`config.mk`:
```
export PLATFORM = sky130hd
export DESIGN_NAME = keymatrix_emu
export DESIGN_NICKNAME = d
export VERILOG_FILES = /design/src/rtl/keymatrix_emu.sv
export SDC_FILE = /design/constraint.sdc
export NUM_CORES = 1
export LEC_CHECK = 0
export BUFFER_PORTS_ARGS = -buffer_cell sky130_fd_sc_hd__buf_4
export CORE_ASPECT_RATIO = 2
export CORE_UTILIZATION = 40
export DETAILED_ROUTE_END_ITERATION = 7
export PLACE_DENSITY_LB_ADDON = 0.08
export SLEW_MARGIN = 15
export SYNTH_ARGS = -nofsm -noshare
export SYNTH_HDL_FRONTEND = slang
export SYNTH_SLANG_ARGS = --single-unit
```
`constraint.sdc`:
```
create_clock -name clk -period 3.96 [get_ports clk]
set_input_delay 0.198 -clock clk [delete_from_list [all_inputs] [get_ports clk]]
set_output_delay 0.198 -clock clk [all_outputs]
set_load 0.01 [all_outputs]
```
`src/rtl/keymatrix_emu.sv`:
```
`timescale 1ns/1ps
module keymatrix_emu #(
  parameter int NUM_ROWS    = 7,
  parameter int NUM_COLS    = 11,
  parameter int NUM_BTNS    = 5,
  parameter int QUEUE_DEPTH = 16,
  parameter int TICK_DIV    = 1562500,
  parameter bit BTN4_INVERT = 1'b0
) (
  input  logic                clk,
  input  logic                rst_n,
  input  logic                ev_valid,
  input  logic [7:0]          ev_code,
  input  logic                clear,
  input  logic [NUM_COLS-1:0] strobe,
  output logic [NUM_ROWS-1:0] sense,
  output logic [NUM_BTNS-1:0] button,
  output logic                overflow
);
  localparam int QW = $clog2(QUEUE_DEPTH);
  localparam int CW = $clog2(QUEUE_DEPTH + 1);
  localparam int TW = $clog2(TICK_DIV);
  localparam logic [NUM_BTNS-1:0] INV_MASK =
    BTN4_INVERT ? (NUM_BTNS'(1) << 4) : '0;

  logic [TW-1:0] tick_cnt;
  logic          tick;
  assign tick = (tick_cnt == TW'(TICK_DIV - 1));

  always_ff @(posedge clk or negedge rst_n)
    if (!rst_n)                tick_cnt <= '0;
    else if (clear || tick)    tick_cnt <= '0;
    else                       tick_cnt <= tick_cnt + 1'b1;

  logic [2:0] in_row;
  logic [3:0] in_col;
  logic       in_ok;
  assign in_row = ev_code[6:4];
  assign in_col = ev_code[3:0];
  assign in_ok  = (int'(in_row) < NUM_ROWS) ? (int'(in_col) < NUM_COLS)
                : (int'(in_row) == NUM_ROWS) && (int'(in_col) < NUM_BTNS);

  logic [7:0]    q_mem [QUEUE_DEPTH];
  logic [QW-1:0] q_wr, q_rd;
  logic [CW-1:0] q_count;
  logic          q_full, push, pop;
  assign q_full = (q_count == CW'(QUEUE_DEPTH));
  assign push   = ev_valid && in_ok && !clear && !q_full;
  assign pop    = tick && (q_count != '0) && !clear;

  always_ff @(posedge clk)
    if (push) q_mem[q_wr] <= ev_code;

  always_ff @(posedge clk or negedge rst_n)
    if (!rst_n) begin
      q_wr <= '0; q_rd <= '0; q_count <= '0;
    end else if (clear) begin
      q_wr <= '0; q_rd <= '0; q_count <= '0;
    end else begin
      if (push) q_wr <= (q_wr == QW'(QUEUE_DEPTH - 1)) ? '0 : q_wr + 1'b1;
      if (pop)  q_rd <= (q_rd == QW'(QUEUE_DEPTH - 1)) ? '0 : q_rd + 1'b1;
      q_count <= q_count + CW'(push) - CW'(pop);
    end

  always_ff @(posedge clk or negedge rst_n)
    if (!rst_n)                        overflow <= 1'b0;
    else if (clear)                    overflow <= 1'b0;
    else if (ev_valid && in_ok && q_full) overflow <= 1'b1;

  logic [7:0] head;
  logic       head_rel;
  logic [2:0] head_row;
  logic [3:0] head_col;
  assign head     = q_mem[q_rd];
  assign head_rel = head[7];
  assign head_row = head[6:4];
  assign head_col = head[3:0];

  logic [NUM_COLS-1:0] keys [NUM_ROWS];
  logic [NUM_BTNS-1:0] btn_q;

  always_ff @(posedge clk or negedge rst_n)
    if (!rst_n) begin
      for (int r = 0; r < NUM_ROWS; r++) keys[r] <= '0;
    end else if (clear) begin
      for (int r = 0; r < NUM_ROWS; r++) keys[r] <= '0;
    end else if (pop && int'(head_row) < NUM_ROWS) begin
      keys[head_row][head_col] <= !head_rel;
    end

  always_ff @(posedge clk or negedge rst_n)
    if (!rst_n) btn_q <= '0;
    else if (pop && int'(head_row) == NUM_ROWS) btn_q[head_col] <= !head_rel;

  assign button = btn_q ^ INV_MASK;

  for (genvar g = 0; g < NUM_ROWS; g++) begin : g_sense
    assign sense[g] = |(keys[g] & strobe);
  end
endmodule


```
==> impl_metrics.py, run 1 <==
metrics = {
    "outcome": {
        "result_of_the_run": "complete, no violations",
    },
    "floorplan": {
        "num_io_pins": 36,
        "core_um2": 29400,
        "die_height_um": 246,
        "floorplan.initialDensity_pct": 40.5,
        "die_x_um": 124,
        "die_area_um2": 30500,
        "row_count": 89,
    },
    "pwr": {
        "total_leakage_power_nw": 4.91,
        "cellInternalPower_mw": 4.26,
        "p_sw_share_pct": 24.0,
        "power.share.clock_pct": 43.5,
        "irDropWorstVdd_mv": 0.395,
        "p_per_cell_area_nw_per_um2": 419,
        "netsw_mw": 1.35,
        "proportion_of_power_drawn_by_flip_flops_and_latches_pct": 48.9,
        "combPwrFrac_pct": 7.7,
    },
    "final_layout": {
        "final-instance-count-excl-fill": 1290,
        "num-nets-final": 945,
        "register_area_um2": 6770,
        "multi_input_logic_area_um2": 4790,
        "layout-area-overhead-vs-synth_pct": 12.5,
        "post_route_cells_drive_above_1_share_pct": 20.2,
        "final_area_um2": 13400,
        "finish.utilization_pct": 45.5,
        "fillerInstances": 2671,
        "antenna_cells": 0,
    },
    "critical_path": {
        "crit_path_max_incr_delay_ps": 710,
        "timing.critical_path.max_delay_family": "simple AND/OR/NAND/NOR gates",
        "crit_path_max_fanout": 9,
        "worst-r2r-setup-slack_ps": 480,
        "critPathCapture": "q_count[4]$_DFF_PN0_",
        "crit_required_ps": 4350,
        "worstSetupEndpointType": "flop",
        "critPathArrivalTime_ps": 3860,
        "cell_type_of_the_slowest_stage_on_the_worst_timing_path": "sky130_fd_sc_hd__nor4bb_1",
        "critical_path.most_common_cell": "sky130_fd_sc_hd__inv_1",
        "timing.critical_path.from": "q_count[3]$_DFF_PN0_",
        "reg2reg_to": "q_count[4]$_DFF_PN0_",
        "crit_cells": 16,
        "criticalPathCategory": "flop to flop",
        "worstSetupStartpointType": "flop",
        "crit_path_cell_trace": "inv_1, ha_1, nor4bb_1, nor2_1, o311a_1, inv_1, ha_1, inv_1, ha_1, inv_1, fa_1, inv_1, a21oi_1, nor2_1, or3_1, a21oi_1",
        "reg2reg_from": "q_count[3]$_DFF_PN0_",
        "critical_path_buf_inv_count": 5,
        "reg2regPathDepth": 16,
    },
    "logic_synthesis": {
        "commonest_cells_post_synth": "sky130_fd_sc_hd__edfxtp_1 (128), sky130_fd_sc_hd__dfrtp_1 (117), sky130_fd_sc_hd__mux2i_1 (88), sky130_fd_sc_hd__nand2b_1 (78), sky130_fd_sc_hd__nand4_1 (44)",
        "yosys_most_used_dff": "sky130_fd_sc_hd__edfxtp_1",
        "synth_top_area_share_pct": 32.3,
        "synth-async-reset-ratio_pct": 47.8,
        "post-synth-top-count-cell": "sky130_fd_sc_hd__edfxtp_1",
        "count_of_flip_flops_with_a_built_in_enable_after_synthesis": 128,
        "netlist_top_cells_area": "sky130_fd_sc_hd__edfxtp_1 (32%), sky130_fd_sc_hd__dfrtp_1 (25%), sky130_fd_sc_hd__mux2i_1 (7.4%), sky130_fd_sc_hd__mux4_2 (4.7%), sky130_fd_sc_hd__nand2b_1 (4.1%)",
        "synthCells": 880,
        "yosysUniqueCellTypes": 67,
        "synthesis.nets": 916,
        "synth-warning-count": 0,
        "netlist_area_um2": 11900,
        "synth_seq_cells": 245,
        "synth_top_area_cell": "sky130_fd_sc_hd__edfxtp_1",
        "synthesis.area_per_instance_um2": 13.5,
        "seq_total_area_yosys_pct": 56.9,
    },
    "cts": {
        "cts-root-buf": "sky130_fd_sc_hd__clkbuf_16",
        "cts_inserted_buffers": 24,
        "cts.reportedPaths.clkPinSlew_ps": 70,
        "cts_tree": "built",
        "postCtsSetupRepairBufs": 0,
        "cts_resized": 0,
        "cts-htree-levels": 1,
        "clockBufferDepth": 3,
        "cts_sinks": 245,
        "clk_latency_ps": 530,
    },
    "sta": {
        "finClkSkew_ps": 15.8,
        "max_freq_ghz": 0.288,
        "slew_headroom_pct": 33.9,
        "setup_viol_count_final": 0,
        "finalCriticalPeriod_ps": 3480,
        "post-route-period-util_pct": 87.8,
        "report.final.slew_viol_count": 0,
        "hold_viol": 0,
        "worstMarginPinSlew_ps": 988,
        "rsz0062_at_grt": "false",
        "setup_tns_after_final_layout_ps": 0,
    },
    "routing": {
        "wl_per_cell_um": 25.2,
        "drt-pass1-iter-count": 5,
        "drt.antenna.violating_nets": 0,
        "drcViolationCount": 0,
        "route.detailed.vias_per_inst": 5.83,
        "drt_iter0_markers": 374,
        "wirelength_mm": 32.6,
        "vias": 7525,
    },
    "job": {
        "cap_viol_max_count": 0,
    },
    "global_routing": {
        "grt_max_degree": 56,
        "grt_pass1_wl_mm": 49.6,
        "grt_overflow": 0,
        "first_global_vias": 8128,
        "grt_antenna_before_repair": 0,
        "grtUsageTotal_pct": 22.3,
    },
    "placement": {
        "gpl.final_weighted_congestion": 0.801,
        "dpl-instance-area_um2": 12500,
        "detailedPlacementHpwl_mm": 23.2,
        "number_of_port_buffers": 35,
        "place.detailed.instances": 1245,
    },
    "worst_hold_path": {
        "hold-path-cell-count": 1,
        "min-delay-path-class": "primary input to flop",
    },
}
-- layer usage --
metal | global-route usage [%] | vias up | part of all wire, %
met2 | 43.0 | 173 | 57
met4 | 11.2 | 0 | 5.1
met5 | 0 | - | 0
met1 | 23.1 | 3876 | 35
met3 | 1.97 | 68 | 2.7
li1 | - | 3408 | -
-- cell type report --
type | count | area share (%)
Multi-Input combinational cell | 564 | 35.8
Inverter | 13 | 0.365
Clock inverter | 18 | 1.52
Tap cell | 364 | 3.40
Clock buffer | 25 | 4.67
Sequential cell | 245 | 50.6
Timing Repair Buffer | 61 | 3.65
-- worst min-delay path by stage --
stage | from | end | slack (ps)
floorplan | rst_n | button[0]$_DFFE_PN0P_ | -100
global placement | rst_n | keys[75]$_DFFE_PN0P_ | 200
detailed placement | rst_n | keys[70]$_DFFE_PN0P_ | 200
CTS | ev_code[6] | q_mem[14][6]$_DFFE_PP_ | 20
global route | ev_code[5] | q_mem[15][5]$_DFFE_PP_ | 30
finish | ev_code[1] | q_mem[8][1]$_DFFE_PP_ | 20
-- flip-flops by register name, indices dropped and copies added, names as in the netlist --
register / flops
q_wr: 4
q_rd: 4
q_count: 5
q_mem: 128
button: 5
keys: 77
tick_cnt: 21
overflow: 1
-- power by group through the flow --
stage               clock (mW)  combinational [mW]  sequential [mW]
global placement             0               0.423             2.79
finish                    2.44               0.429             2.74
CTS                       2.49               0.437             2.74
global route              2.58               0.466             2.74
floorplan                    0               0.229             2.78
detailed placement           0               0.434             2.79
-- kinds of logic after synthesis --
kind of cell,after synthesis,synth area share (%)
AOI/OAI and AO/OA,80,5.48
xor gates and xnor gates,20,1.47
adders and majority gates,13,1.43
buffers and inverters,71,3.10
DFF,245,56.9
muxes,122,13.4
and+or+nand+nor,329,18.3
-- cell usage in the layout, fill, tap and decap left out, drive strengths merged, types with 14 or more instances in the layout --
master / Yosys / layout
dfrtp: 117 / 117
mux2i: 88 / 88
a22o: 18 / 18
nand3: 15 / 15
nor2: 45 / 45
nand4: 46 / 46
xor2: 14 / 14
nor3: 15 / 15
nand2b: 78 / 78
inv: 13 / 14
edfxtp: 128 / 128
buf: 32 / 59
nor4: 37 / 37
nand2: 38 / 38
clkbuf: 26 / 25
mux4: 28 / 28
and2: 15 / 15
-- repair_timing --
action	CTS	global route
setup endpoints to repair	0	0
hold endpoints to repair	33	0
hold buffers	2	0
-- through the flow --
| stage | setup WS, ps | hold WS, ps | total power, mW |
|---|---|---|---|
| after floorplan | 1220 | -97.6 | 3.01 |
| after global placement | 582 | 197 | 3.21 |
| after detailed placement | 458 | 199 | 3.22 |
| after CTS | 431 | 16.1 | 5.67 |
| after global routing | 188 | 31.4 | 5.78 |
| final | 485 | 22.8 | 5.60 |
-- worst register-to-register path, cell delays in order, from the launching register on --
cell and delay, ps:
sky130_fd_sc_hd__dfrtp_1 400, sky130_fd_sc_hd__inv_1 80, sky130_fd_sc_hd__ha_1 160, sky130_fd_sc_hd__nor4bb_1 710
sky130_fd_sc_hd__nor2_1 100, sky130_fd_sc_hd__o311a_1 270, sky130_fd_sc_hd__inv_1 230, sky130_fd_sc_hd__ha_1 270
sky130_fd_sc_hd__inv_1 60, sky130_fd_sc_hd__ha_1 160, sky130_fd_sc_hd__inv_1 60, sky130_fd_sc_hd__fa_1 400
sky130_fd_sc_hd__inv_1 80, sky130_fd_sc_hd__a21oi_1 60, sky130_fd_sc_hd__nor2_1 130, sky130_fd_sc_hd__or3_1 130
sky130_fd_sc_hd__a21oi_1 50
No activity file was read; power rests on OpenSTA's default activity.
==> run 2, diff against run 1 <==
Settings changed: CORE_ASPECT_RATIO 2 to 0.7, GPL_TIMING_DRIVEN set to 0.
==> impl_metrics.py, run 2 (synthesis gave the netlist of run 1 again) <==
metrics = {
    "outcome": {
        "result_of_the_run": "complete, no violations",
    },
    "sta": {
        "post-route-period-util_pct": 89.7,
        "setup_viol_count_final": 0,
        "slew_headroom_pct": 29.6,
        "hold_viol": 0,
        "report.final.slew_viol_count": 0,
        "worstMarginPinSlew_ps": 1050,
        "setup_tns_after_final_layout_ps": 0,
        "hold-worst-slack_ps": 23.2,
        "max_freq_ghz": 0.282,
        "finClkSkew_ps": 19.1,
        "fin_ws_ps": 410,
        "rsz0062_at_grt": "false",
        "finalCriticalPeriod_ps": 3550,
    },
    "final_layout": {
        "antenna_cells": 0,
        "final_area_um2": 13600,
        "layout-area-overhead-vs-synth_pct": 14.2,
        "num-nets-final": 988,
        "post_route_cells_drive_above_1_share_pct": 20.0,
        "reg_top3": "q_mem: 128 flops, keys: 77 flops, tick_cnt: 21 flops",
        "registers.top_by_ff_count": "q_mem",
        "layout_common_cells": "sky130_fd_sc_hd__edfxtp_1 (128), sky130_fd_sc_hd__dfrtp_1 (117), sky130_fd_sc_hd__mux2i_1 (88)",
        "most_frequent_standard_cell_in_the_layout_excluding_fill_and_tap_cells": "sky130_fd_sc_hd__edfxtp_1",
        "max_ffs_per_register": 128,
    },
    "critical_path": {
        "worstSetupStartpointType": "flop",
        "reg2reg_from": "q_count[3]$_DFF_PN0_",
        "reg2regPathDepth": 17,
        "timing.critical_path.from": "q_count[3]$_DFF_PN0_",
        "crit_path_max_fanout": 9,
        "criticalPathCategory": "flop to flop",
        "crit_required_ps": 4340,
        "worstSetupEndpointType": "flop",
        "critPathArrivalTime_ps": 3930,
    },
    "routing": {
        "vias": 7570,
        "drt_iter0_markers": 633,
        "route.detailed.vias_per_inst": 5.61,
        "wl_met3_mm": 1.54,
        "drcViolationCount": 0,
        "routed-wl-met2_mm": 13.2,
        "drt-pass1-iter-count": 7,
        "wl_per_cell_um": 23.2,
        "m1WireLength_mm": 16.2,
        "top_layer_used": "met4",
        "wirelength_mm": 31.3,
        "drt.antenna.violating_nets": 0,
    },
    "job": {
        "cap_viol_max_count": 0,
    },
    "floorplan": {
        "floorplan.initialDensity_pct": 40.9,
        "row_count": 52,
        "core_um2": 29100,
        "die_x_um": 208,
        "die_height_um": 146,
        "die_area_um2": 30500,
        "num_io_pins": 36,
    },
    "pwr": {
        "p_per_cell_area_nw_per_um2": 412,
        "total_leakage_power_nw": 5.04,
        "irDropWorstVdd_mv": 0.231,
    },
    "cts": {
        "cts.reportedPaths.clkPinSlew_ps": 70,
        "cts-root-buf": "sky130_fd_sc_hd__clkbuf_16",
        "clockBufferDepth": 3,
        "clk_latency_ps": 540,
        "cts_inserted_buffers": 26,
        "cts_tree": "built",
        "cts-htree-levels": 1,
        "cts_sinks": 245,
    },
    "worst_hold_path": {
        "hold-path-cell-count": 1,
        "min-delay-path-class": "primary input to flop",
        "launch_instance_of_the_worst_min_delay_path": "ev_code[2]",
    },
    "global_routing": {
        "grt_antenna_before_repair": 0,
        "grt_overflow": 0,
        "grtUsageTotal_pct": 21.1,
        "grt_max_degree": 63,
        "first_global_vias": 7636,
        "grt_pass1_wl_mm": 48.5,
    },
    "placement": {
        "place_ws_ps": 267,
        "gpl.final_weighted_congestion": 0.798,
        "detailedPlacementHpwl_mm": 20.8,
        "dpl-instance-area_um2": 12700,
        "number_of_port_buffers": 34,
    },
}
## run 2: changes by cell type in the layout (fill, tap and decap cells not counted), sizes merged
cell	previous run	this run
clkinvlp	6	2
inv	14	13
clkbuf	25	59
bufinv	4	2
buf	59	68
clkinv	7	10
dlygate4sd3	2	8
## run 2: power breakdown
| part | total, mW | switching [mW] | internal, mW |
|---|---|---|---|
| Sequential | 2.74 | 0.0188 | 2.72 |
| Combinational | 0.425 | 0.297 | 0.128 |
| Clock | 2.44 | 1.03 | 1.41 |
## run 2: layout make-up
class	count	area [um2]
clock buffer	33	718
fill	2605	15500
buffer	58	320
timing repair buffer	44	374
clock inverter	14	125
multi-input combinational	564	4770
sequential	245	6770
tap	378	473
inverter	13	48.8
## run 2: metrics by stage
stage	total power, mW	std cells	util (%)
after floorplan	3.01	880	-
after global placement	3.20	1292	43.4
after detailed placement	3.21	1294	43.6
after CTS	5.66	1349	46.8
after global routing	5.81	1349	46.8
final	5.60	1349	46.8
## run 2: timing repair
item | 4_1_cts | 5_1_grt
hold endpoints to repair | 117 | 0
resized for setup | 0 | 0
setup endpoints to repair | 0 | 0
hold buffers | 8 | 0
buffers inserted | 0 | 0
## run 2: metal layers
layer	global-route usage [%]	vias to the layer above
li1	-	3501
met1	33.6	3863
met2	29.9	172
met3	3.79	34
met4	3.93	0
met5	0	-
## run 2: critical path, stage by stage, from the launching register on
cell                       delay, ps
sky130_fd_sc_hd__dfrtp_1         390
sky130_fd_sc_hd__inv_1            80
sky130_fd_sc_hd__ha_1            160
sky130_fd_sc_hd__nor4bb_1        720
sky130_fd_sc_hd__nor2_1          100
sky130_fd_sc_hd__o311a_1         190
sky130_fd_sc_hd__clkbuf_1        230
sky130_fd_sc_hd__inv_1           200
sky130_fd_sc_hd__ha_1            250
sky130_fd_sc_hd__inv_1            50
sky130_fd_sc_hd__ha_1            160
sky130_fd_sc_hd__inv_1            50
sky130_fd_sc_hd__fa_1            390
sky130_fd_sc_hd__inv_1            70
sky130_fd_sc_hd__a21oi_1          50
sky130_fd_sc_hd__nor2_1          110
sky130_fd_sc_hd__or3_1           120
sky130_fd_sc_hd__a21oi_1          60
## run 2: worst paths after layout
kind                                          to  slack, ps
max                         q_count[4]$_DFF_PN0_        410
min                        q_mem[5][2]$_DFFE_PP_         20
max reg2reg                 q_count[4]$_DFF_PN0_        410
min reg2reg                tick_cnt[0]$_DFF_PN0_        450
max in group asynchronous   q_count[4]$_DFF_PN0_       3000
min in group asynchronous   keys[39]$_DFFE_PN0P_        200
